===== src/rtl/pfd_pkg.sv =====
// Shared types for the steering phase-frequency detector.
// Assumes the state is encoded in four bits with the state number as its value.
package pfd_pkg;
    localparam int ST_W  = 4;
    localparam int LVL_W = 2;

    typedef enum logic [ST_W-1:0] {
        S1  = 4'd1,  S2 = 4'd2, S3 = 4'd3, S4 = 4'd4, S5 = 4'd5,
        S6  = 4'd6,  S7 = 4'd7, S8 = 4'd8, S9 = 4'd9, S10 = 4'd10
    } pfd_state_t;

    typedef enum logic [LVL_W-1:0] {
        LVL_MID  = 2'b00,
        LVL_HIGH = 2'b01,
        LVL_LOW  = 2'b10
    } pfd_level_t;
endpackage


===== src/rtl/pfd_edge_sense.sv =====
// Turns a synchronised level into a one-cycle event pulse.
// Detects rising edges, or any change when both_en is set.
// Assumes sig is already synchronous to clk.
module pfd_edge_sense (
    input  logic clk,
    input  logic rst_n,
    input  logic sig,
    input  logic both_en,
    output logic ev
);
    logic prev_q;

    // hold the previous sample of the input level
    always_ff @(posedge clk) begin
        if (!rst_n) prev_q <= 1'b0;
        else        prev_q <= sig;
    end

    // pick rising-only or both-edge detection
    always_comb begin
        if (both_en) ev = sig ^ prev_q;
        else         ev = sig & ~prev_q;
    end
endmodule


===== src/rtl/pfd_seq_fsm.sv =====
// Ten-state sequence machine. Feedback events step it one way and
// reference events step it the other. Simultaneous events cancel.
// Assumes the event inputs are single-cycle pulses.
module pfd_seq_fsm
    import pfd_pkg::*;
(
    input  logic       clk,
    input  logic       rst_n,
    input  logic       fb_ev,
    input  logic       ref_ev,
    output pfd_state_t state
);
    pfd_state_t nxt;
    logic fb_only, ref_only;

    // isolate unopposed events
    always_comb begin
        fb_only  = fb_ev & ~ref_ev;
        ref_only = ref_ev & ~fb_ev;
    end

    // next-state selection per event
    always_comb begin
        nxt = state;
        if (fb_only) begin
            unique case (state)
                S2:      nxt = S1;
                S3:      nxt = S4;
                S4:      nxt = S5;
                S7, S8:  nxt = S8;
                S9:      nxt = S8;
                default: nxt = S7;
            endcase
        end else if (ref_only) begin
            unique case (state)
                S2, S3:  nxt = S3;
                S4:      nxt = S3;
                S7:      nxt = S6;
                S8:      nxt = S9;
                S9:      nxt = S10;
                default: nxt = S2;
            endcase
        end
    end

    // state register, reset to a phase-only mid state
    always_ff @(posedge clk) begin
        if (!rst_n) state <= S6;
        else        state <= nxt;
    end


    cancel_hold_chk: assert property (@(posedge clk) disable iff (!rst_n)
        (fb_ev && ref_ev) |=> $stable(state));


    sat_hold_chk: assert property (@(posedge clk) disable iff (!rst_n)
        (state == S8 && fb_ev && !ref_ev) |=> (state == S8));


    state_legal_chk: assert property (@(posedge clk) disable iff (!rst_n)
        (state >= S1) && (state <= S10));
endmodule


===== src/rtl/pfd_level_map.sv =====
// Decodes the state number into drive code and lock flag.
// Assumes the state is one of the ten legal codes.
module pfd_level_map
    import pfd_pkg::*;
(
    input  pfd_state_t state,
    output pfd_level_t level,
    output logic       lock_ok
);
    // state to drive level and lock flag
    always_comb begin
        unique case (state)
            S7, S8, S9: level = LVL_HIGH;
            S2, S3, S4: level = LVL_LOW;
            default:    level = LVL_MID;
        endcase
        lock_ok = (state == S1) || (state == S2) ||
                  (state == S6) || (state == S7);
    end
endmodule


===== src/rtl/pfd_steer_top.sv =====
// Top of the steering phase-frequency detector: edge sensing on both
// inputs, the sequence machine and the output decode.
// Assumes fb_in and ref_in are synchronised to clk.
module pfd_steer_top
    import pfd_pkg::*;
(
    input  logic             clk,
    input  logic             rst_n,
    input  logic             fb_in,
    input  logic             ref_in,
    input  logic             dual_edge_n,
    output logic [LVL_W-1:0] drive_code,
    output logic             in_lock
);
    localparam int NCH = 2;

    logic [NCH-1:0] raw_lvl, both_sel, ev;
    pfd_state_t     state;
    pfd_level_t     level;

    // channel 0 is feedback, channel 1 is reference (rising only)
    always_comb begin
        raw_lvl  = {ref_in, fb_in};
        both_sel = {1'b0, ~dual_edge_n};
    end

    for (genvar ch = 0; ch < NCH; ch++) begin : g_edge
        pfd_edge_sense u_edge (
            .clk    (clk),
            .rst_n  (rst_n),
            .sig    (raw_lvl[ch]),
            .both_en(both_sel[ch]),
            .ev     (ev[ch])
        );
    end

    pfd_seq_fsm u_fsm (
        .clk   (clk),
        .rst_n (rst_n),
        .fb_ev (ev[0]),
        .ref_ev(ev[1]),
        .state (state)
    );

    pfd_level_map u_map (
        .state  (state),
        .level  (level),
        .lock_ok(in_lock)
    );

    // drive port from the decoded level
    always_comb drive_code = level;


    high_src_chk: assert property (@(posedge clk) disable iff (!rst_n)
        (drive_code == LVL_HIGH && $past(drive_code) != LVL_HIGH) |-> $past(ev[0]));


    low_src_chk: assert property (@(posedge clk) disable iff (!rst_n)
        (drive_code == LVL_LOW && $past(drive_code) != LVL_LOW) |-> $past(ev[1]));


    quiet_hold_chk: assert property (@(posedge clk) disable iff (!rst_n)
        (ev == '0) |=> ($stable(drive_code) && $stable(in_lock)));
endmodule


===== config.mk =====
export PLATFORM = sky130hd
export DESIGN_NAME = pfd_steer_top
export DESIGN_NICKNAME = d
export VERILOG_FILES = /design/src/rtl/pfd_pkg.sv /design/src/rtl/pfd_edge_sense.sv /design/src/rtl/pfd_seq_fsm.sv /design/src/rtl/pfd_level_map.sv /design/src/rtl/pfd_steer_top.sv
export SDC_FILE = /design/constraint.sdc
export NUM_CORES = 1
export LEC_CHECK = 0
export BUFFER_PORTS_ARGS = -buffer_cell sky130_fd_sc_hd__buf_2
export CORE_AREA = 3 3 40 42
export DETAILED_ROUTE_END_ITERATION = 8
export DIE_AREA = 0 0 43 45
export GPL_TIMING_DRIVEN = 1
export HOLD_SLACK_MARGIN = 0.02
export MAX_ROUTING_LAYER = met4
export PLACE_DENSITY = 0.66
export SYNTH_ARGS = -nofsm -noshare
export SYNTH_HDL_FRONTEND = slang
export SYNTH_SLANG_ARGS = --single-unit

===== constraint.sdc =====
create_clock -name clk -period 3.41 [get_ports clk]
set_input_delay 0.1705 -clock clk [delete_from_list [all_inputs] [get_ports clk]]
set_output_delay 0.1705 -clock clk [all_outputs]
set_load 0.005 [all_outputs]

# After elaboration in Yosys (flattened, before gate mapping)
# Index checks and enable logic that the tools add are counted.
[classes]
bitwise = 9
n_reduce_logical = 6
eq_ne = 8
mux = 6
[ops]
columns = ["operator", "n"]
rows = [
  ["one-hot mux 4 bit (4 select lines)", 2],
  ["== test 4 x 3 -> 1 bit (second input constant)", 3],
  ["== test 4 x 2 -> 1 bit (second input constant)", 2],
  ["== test 4 bit (second input constant)", 2],
  ["2-to-1 mux 4 bit", 2],
  ["OR reduction 3 bit", 2],
  ["AND 1 bit", 4],
  ["== test 4 x 1 -> 1 bit (second input constant)", 1],
  ["inverter 1 bit", 4],
  ["one-hot mux 2 bit (2 select lines)", 1],
  ["logical OR 1 bit", 3],
  ["nonzero test 2 bit", 1],
  ["2-to-1 mux 1 bit", 1],
  ["XOR 1 bit", 1],
]
[word_totals]
in_bits = 5
reg_bits = 6
out_inout_bits = 3

# Logic depth before layout (Yosys ltp)
# Gate-level depths: netlist (run 1).
[logic_depth]
ltp_word = 7
mapped_depth = 9
depth_no_buf = 8

# Modules after synthesis
# Synthesis (run 1) repeated with hierarchy kept, for this count alone.
[hier_totals]
hier_cells = 62
hier_area_um2 = 505.5
[modules_own_cells]
columns = ["mod", "area_per_inst_um2", "n_inst", "seq_area_each_um2", "cells_per_inst"]
rows = [
  ["pfd_seq_fsm", 317.8, 1, 80.1, 38],
  ["pfd_edge_sense", 56.3, 2, 20.0, 6],
  ["pfd_level_map", 67.6, 1, 0.0, 10],
  ["pfd_steer_top", 7.5, 1, 0.0, 2],
]

# Worst setup path after synthesis (run 1)
# No wires, ideal clock.
[synth_path]
path_type = "flip-flop to flip-flop"
from = "register g_edge[0].u_edge.prev_q"
to = "register u_fsm.state[1]"
path_slack_ns = 1.464
setup_ns = 0.119
n_path_buf = 1
path_stages_with_launch = 9
t_required_ns = 3.291
t_arrival_ns = 1.827
cell_sequence = "dfxtp_1 > inv_1 > ha_1 > mux2i_1 > ha_1 > buf_8 > or4b_1 > a41oi_2 > o21ai_1"
[synth_via]
elab_chain_len = 6
[synth_rtl]
columns = ["item", "line_no", "text"]
rows = [
  ["start: declaration", "pfd_edge_sense.sv:11", "logic prev_q;"],
  ["start signal: assignment", "pfd_edge_sense.sv:16", "else prev_q <= sig;"],
  ["inverter 1 bit", "pfd_edge_sense.sv:22", "else ev = sig & ~prev_q;"],
  ["AND 1 bit", "pfd_edge_sense.sv:22", ""],
  ["2-to-1 mux 1 bit (*)", "pfd_edge_sense.sv:21", "if (both_en) ev = sig ^ prev_q;"],
  ["inverter 1 bit", "pfd_seq_fsm.sv:19", "ref_only = ref_ev & ~fb_ev;"],
  ["AND 1 bit", "pfd_seq_fsm.sv:19", ""],
  ["nonzero test 2 bit (no line)", "n/a", ""],
  ["end signal: assignment", "pfd_seq_fsm.sv:49", "else state <= nxt;"],
  ["end: declaration", "pfd_seq_fsm.sv:11", "output pfd_state_t state"],
]
# Mark *: on every way between the ends. The rest lies on a longest branch, timed or not.
# A chain may end at the register's enable or synchronous reset.

# Final worst setup path (run 1)
# Same ends and word-level chain as after synthesis.

==> impl_metrics.json, run 1 <==
{
  "synth_top_family_by_area": "simple AND/OR/NAND/NOR gates",
  "synth.area.mux_share_pct": 4.071,
  "synth_edf_count": 0,
  "drcViolationCount": 0,
  "hold_path_depth": 2,
  "clk_pin_slew_ns": 0.05,
  "grt_setup_unrepaired": "no",
  "die_w_um": 43,
  "synthXorXnorAreaFrac_pct": 1.781,
  "first_global_vias": 357,
  "leakagePower_nw": 0.2178,
  "nets": 73,
  "grt_pass1_wl_mm": 1.518,
  "fmax_mhz": 503.3,
  "finalMaxSlewViolations": 0,
  "boundaryPins": 8,
  "clockRootBuffer": "clkbuf_4",
  "synth_cell_types": 32,
  "syn_to_final_growth_pct": 7.379,
  "yosys_most_used_dff": "dfxtp_1",
  "fin_util_pct": 41.09,
  "synth_area_leaders": "dfxtp_1 24%, ha_1 5.1%, inv_1 4.6%",
  "holdWs_ns": 0.1485,
  "fin_crit_ns": 1.987,
  "fillers": 139,
  "design.die.area_um2": 1935,
  "cp.arrival_ns": 2.12,
  "yosysTopAreaCell": "dfxtp_1",
  "numCtsBuffers": 3,
  "fin_tns_setup_ns": 0,
  "synth_cells": 59,
  "critPathLaunchType": "flop",
  "initial_core_util_pct": 38.27,
  "grt_usage_pct": 10.97,
  "outcome": "finished, final reports clean",
  "synthesis.area_um2": 491.7,
  "worst_pin_slew_ns": 0.4061,
  "syn_avg_cell_area_um2": 8.334,
  "postCtsHoldBufs": 0,
  "yosys_warnings": 0,
  "synth_compound_area_share_pct": 17.30,
  "postCtsSetupBuffers": 0,
  "io_buffers": 7,
  "fin_crit_sh_pct": 58.27,
  "multi_input_comb_area_um2": 309.0,
  "cts_htree_levels": 1,
  "antenna_found_initial": 0,
  "setup_viol": 0,
  "vias": 424,
  "path_max_fanout": 9,
  "design.core.area_um2": 1285,
  "crit_slowest_cell": "or4b_1",
  "antenna_cells": 0,
  "drive_above_1_share_pct": 23.44,
  "cts_resized": 0,
  "firstDrtPassIters": 4,
  "avgViaCountPerCell": 5.367,
  "cellPowerDensity_nw_per_um2": 413.2,
  "critical_path.max_stage_delay_ns": 0.55,
  "dp_hpwl_um": 658,
  "synth_simple_gate_area_share_pct": 34.61,
  "gp_congestion": 0.8285,
  "hp-class": "in -> reg",
  "cts_tree": "done",
  "routed_wl_um": 909,
  "synthAdderAreaFrac_pct": 5.089,
  "skew_ns": 0.001326,
  "grt_start_max_net_pins": 14,
  "die_height_um": 45,
  "maxCapViolations": 0,
  "wl_per_cell_um": 11.51,
  "syn-num-nets": 66,
  "ant_nets": 0,
  "critPathRequiredTime_ns": 3.54,
  "synthArstFlopShare_pct": 0,
  "hold_violations": 0,
  "path_class": "reg -> reg",
  "initialDrtViolationCount": 11,
  "globalRouteOverflowTotal": 0,
  "clk_latency_ns": 0.24,
  "r2r_cells": 7,
  "crit_path_end_kind": "flop",
  "ys_ff_latch": 6,
  "synth_common_cells": "6 x dfxtp_1, 6 x inv_1, 6 x nor2_1",
  "slew-limit-headroom_pct": 72.89,
  "yosysTopAreaCellShare_pct": 24.43,
  "row_count": 13,
  "path_cells": "inv_1 > ha_1 > mux2i_1 > ha_1 > or4b_1 > a41oi_2 > o21ai_1",
  "crit_top_cell": "ha_1",
  "peakVddDrop_mv": 0.2852,
  "clk_path_buf_depth": 2,
  "register_area_um2": 120.1,
  "yosysSeqAreaShare_pct": 24.43,
  "clock-sinks": 6
}
worst max-delay path, delay by kind of cell, from the launching register on:
| family | cells | cell delay (ns) |
|---|---|---|
| compound gates | 2 | 0.26 |
| fa+ha+maj | 2 | 0.60 |
| buf+inv | 1 | 0.03 |
| flops | 1 | 0.30 |
| mux | 1 | 0.13 |
| simple gates | 1 | 0.55 |
per-layer routing:
| layer | track usage, % | vias up | part of all wire (%) |
|---|---|---|---|
| met5 | - | - | 0 |
| li1 | - | 220 | - |
| met3 | 1.594 | 3 | 3.6 |
| met4 | 10.84 | 0 | 3.3 |
| met2 | 14.97 | 10 | 42 |
| met1 | 13.46 | 191 | 51 |
layout by cell type (no fill, tap or decap), types with 2 or more instances in the layout:
cell / instances
or4b_1: 2
nor2_1: 6
clkbuf_4: 3
ha_1: 2
a21oi_1: 2
nand2_1: 3
buf_2: 7
o21ai_0: 2
nor3b_1: 2
nor3_1: 2
mux2i_1: 2
dfxtp_1: 6
and2_1: 2
nand3_1: 2
inv_1: 6
worst paths after layout:
kind	slack [ns]	to	startpoint
setup reg to reg	1.42	u_fsm.state[1]$_SDFFE_PN1P_	g_edge[0].u_edge.prev_q$_SDFF_PN0_
setup / recovery	1.42	u_fsm.state[1]$_SDFFE_PN1P_	g_edge[0].u_edge.prev_q$_SDFF_PN0_
hold reg to reg	0.64	u_fsm.state[0]$_SDFFE_PN0P_	u_fsm.state[0]$_SDFFE_PN0P_
hold / removal	0.15	g_edge[0].u_edge.prev_q$_SDFF_PN0_	fb_in
area by class of cell:
class / count / share of cell area, %
Timing Repair Buffer: 7 / 6.635
Clock buffer: 3 / 4.265
Tap cell: 15 / 3.555
Multi-Input combinational cell: 42 / 58.53
Inverter: 6 / 4.265
Sequential cell: 6 / 22.75
flip-flops by register name (all words and copies together) (netlist names):
signal,cells
g_edge.u_edge.prev_q,2
u_fsm.state,4
power by group:
group          switching, mW  internal, mW  total, mW
clock network         0.0262        0.0398     0.0661
registers             0.0145        0.0768     0.0914
logic                 0.0285        0.0322     0.0607
cells by family after synthesis:
logic type	after synthesis
and+or+nand+nor	27
buffers and inverters	11
AOI/OAI and AO/OA	10
DFF	6
muxes	2
adders and majority gates	2
xor gates and xnor gates	1
through the flow:
step,power (mW),instances,setup WS (ns),area [um2]
finish,0.2182,79,1.423,528.0
floorplan,0.1442,59,1.464,491.7
global route,0.2364,79,1.294,528.0
detailed placement,0.1541,76,1.408,505.5
global placement,0.1522,76,1.458,505.5
CTS,0.2231,79,1.399,528.0
Note: power is estimated with default switching activity, not from simulation.
==> run 2, diff against run 1 <==
==> constraint.sdc (replaced) <==
create_clock -name clk -period 2.06 [get_ports clk]
set_input_delay 0.103 -clock clk [delete_from_list [all_inputs] [get_ports clk]]
set_output_delay 0.103 -clock clk [all_outputs]
set_load 0.005 [all_outputs]
==> impl_metrics.json, run 2 (synthesis gave the netlist of run 1 again) <==
{
  "cts_tree": "done",
  "dp_hpwl_um": 667.6,
  "grt_usage_pct": 13.05,
  "wl_met3_um": 49,
  "switching_share_pct": 32.25,
  "leakagePower_nw": 0.2277,
  "final_cell_mix": "7 x buf_2, 6 x inv_1, 6 x nor2_1, 6 x dfxtp_1",
  "fin_tns_setup_ns": 0,
  "cellPowerDensity_nw_per_um2": 683.1,
  "wl_met2_um": 422,
  "gp_congestion": 0.7990,
  "wl_per_cell_um": 11.84,
  "grt_pass1_wl_mm": 1.752,
  "globalRouteOverflowTotal": 0,
  "cp_num_buf_inv": 1,
  "comb_power_share_pct": 29.1,
  "grt_setup_unrepaired": "no",
  "first_global_vias": 433,
  "layout_commonest_cell": "buf_2",
  "pre_cts_ws_ns": 0.1929,
  "path_class": "reg -> reg",
  "r2r_slack_ns": 0.18,
  "fin_crit_ns": 1.882,
  "drive_above_1_share_pct": 25.76,
  "maxCapViolations": 0,
  "critical_path.max_stage_delay_ns": 0.52,
  "cts_resized": 0,
  "fin_crit_sh_pct": 91.36,
  "hold_violations": 0,
  "firstDrtPassIters": 3,
  "clockRootBuffer": "clkbuf_4",
  "m1WireLength_um": 455,
  "finalMaxSlewViolations": 0,
  "initialDrtViolationCount": 15,
  "cts_htree_levels": 1,
  "boundaryPins": 8,
  "fmax_mhz": 531.3,
  "skew_ns": 0.001725,
  "worst_pin_slew_ns": 0.3935,
  "grt_start_max_net_pins": 14,
  "path_cells": "inv_1 > ha_1 > mux2i_1 > ha_1 > or4b_1 > a41oi_2 > o21ai_1",
  "critPathRequiredTime_ns": 2.19,
  "vias": 430,
  "initial_core_util_pct": 38.27,
  "drcViolationCount": 0,
  "clk_pin_slew_ns": 0.05,
  "path_max_fanout": 2,
  "row_count": 13,
  "setup_slack_ns": 0.1780,
  "crit_path_end_kind": "flop",
  "io_buffers": 7,
  "outcome": "finished, final reports clean",
  "postCtsHoldBufs": 0,
  "p_switching_uw": 119.6,
  "antenna_found_initial": 0,
  "power_frac_seq_pct": 40.7,
  "top_layer": "met4",
  "die_w_um": 43,
  "critPathLaunchType": "flop",
  "clock-sinks": 6,
  "regMostFlops": "u_fsm.state",
  "postCtsSetupBuffers": 0,
  "avgViaCountPerCell": 5.309,
  "fillers": 128,
  "cp.arrival_ns": 2.02,
  "antenna_cells": 0,
  "setup_viol": 0,
  "crit_slowest_cell": "or4b_1",
  "pwr-share-clk_pct": 30.2,
  "design.die.area_um2": 1935,
  "p_int_uw": 251.3,
  "peakVddDrop_mv": 0.3309,
  "crit_top_cell": "ha_1",
  "clk_latency_ns": 0.25,
  "die_height_um": 45,
  "largestRegisters": "u_fsm.state (4), g_edge.u_edge.prev_q (2)",
  "design.core.area_um2": 1285,
  "hp-class": "in -> reg",
  "crit_family": "adder cells",
  "clk_path_buf_depth": 2,
  "largest_reg_flops": 4,
  "slew-limit-headroom_pct": 73.73,
  "routed_wl_um": 959,
  "nets": 75,
  "ant_nets": 0,
  "numCtsBuffers": 3,
  "syn_to_final_growth_pct": 10.43
}
==> run 2: power groups by stage <==
stage	registers, mW	logic (mW)	clock network [mW]
floorplan	0.137	0.102	0
global placement	0.152	0.106	0
detailed placement	0.153	0.108	0
CTS	0.151	0.109	0.117
global route	0.154	0.123	0.119
finish	0.151	0.108	0.112
==> run 2: final timing paths <==
| kind | to | start | cells after the start |
|---|---|---|---|
| worst max-delay path | u_fsm.state[1]$_SDFFE_PN1P_ | g_edge[0].u_edge.prev_q$_SDFF_PN0_ | 7 |
| worst min-delay path | g_edge[1].u_edge.prev_q$_SDFF_PN0_ | ref_in | 2 |
| worst max register to register | u_fsm.state[1]$_SDFFE_PN1P_ | g_edge[0].u_edge.prev_q$_SDFF_PN0_ | 7 |
| worst min register to register | u_fsm.state[0]$_SDFFE_PN0P_ | u_fsm.state[0]$_SDFFE_PN0P_ | 2 |
==> run 2: per-stage QoR <==
stage / util [%] / cells / hold slack [ns] / total power, mW / area, um2
6_report: 42.26 / 81 / 0.07675 / 0.3709 / 543.0
3_5_place_dp: 40.51 / 78 / 0.3275 / 0.2607 / 520.5
3_3_place_gp: 40.51 / 78 / 0.3228 / 0.2577 / 520.5
4_1_cts: 42.26 / 81 / 0.07459 / 0.3768 / 543.0
2_1_floorplan: - / 59 / 0.1816 / 0.2386 / 491.7
5_1_grt: 42.26 / 81 / 0.1003 / 0.3963 / 543.0
==> run 2: layer usage <==
metal / track usage (%) / vias up
li1: - / 223
met1: 14.01 / 193
met2: 18.86 / 10
met3: 4.382 / 4
met4: 12.05 / 0
met5: - / -
==> run 2: area by class of cell <==
type                    instances  area [um2]  share of cell area, %
multi-input cells              42       309.0                  56.91
flip-flops and latches          6       120.1                  22.12
clock buffers                   3       22.52                  4.147
repair buffers                  9       50.05                  9.217
well taps                      15       18.77                  3.456
inverters                       6       22.52                  4.147
==> run 2: worst reg2reg max path: cells and delay by family, from the launching register on <==
kind,cells,cell delay [ns]
mux,1,0.14
simple gates,1,0.52
flops,1,0.30
compound gates,2,0.25
fa+ha+maj,2,0.52
buf+inv,1,0.04
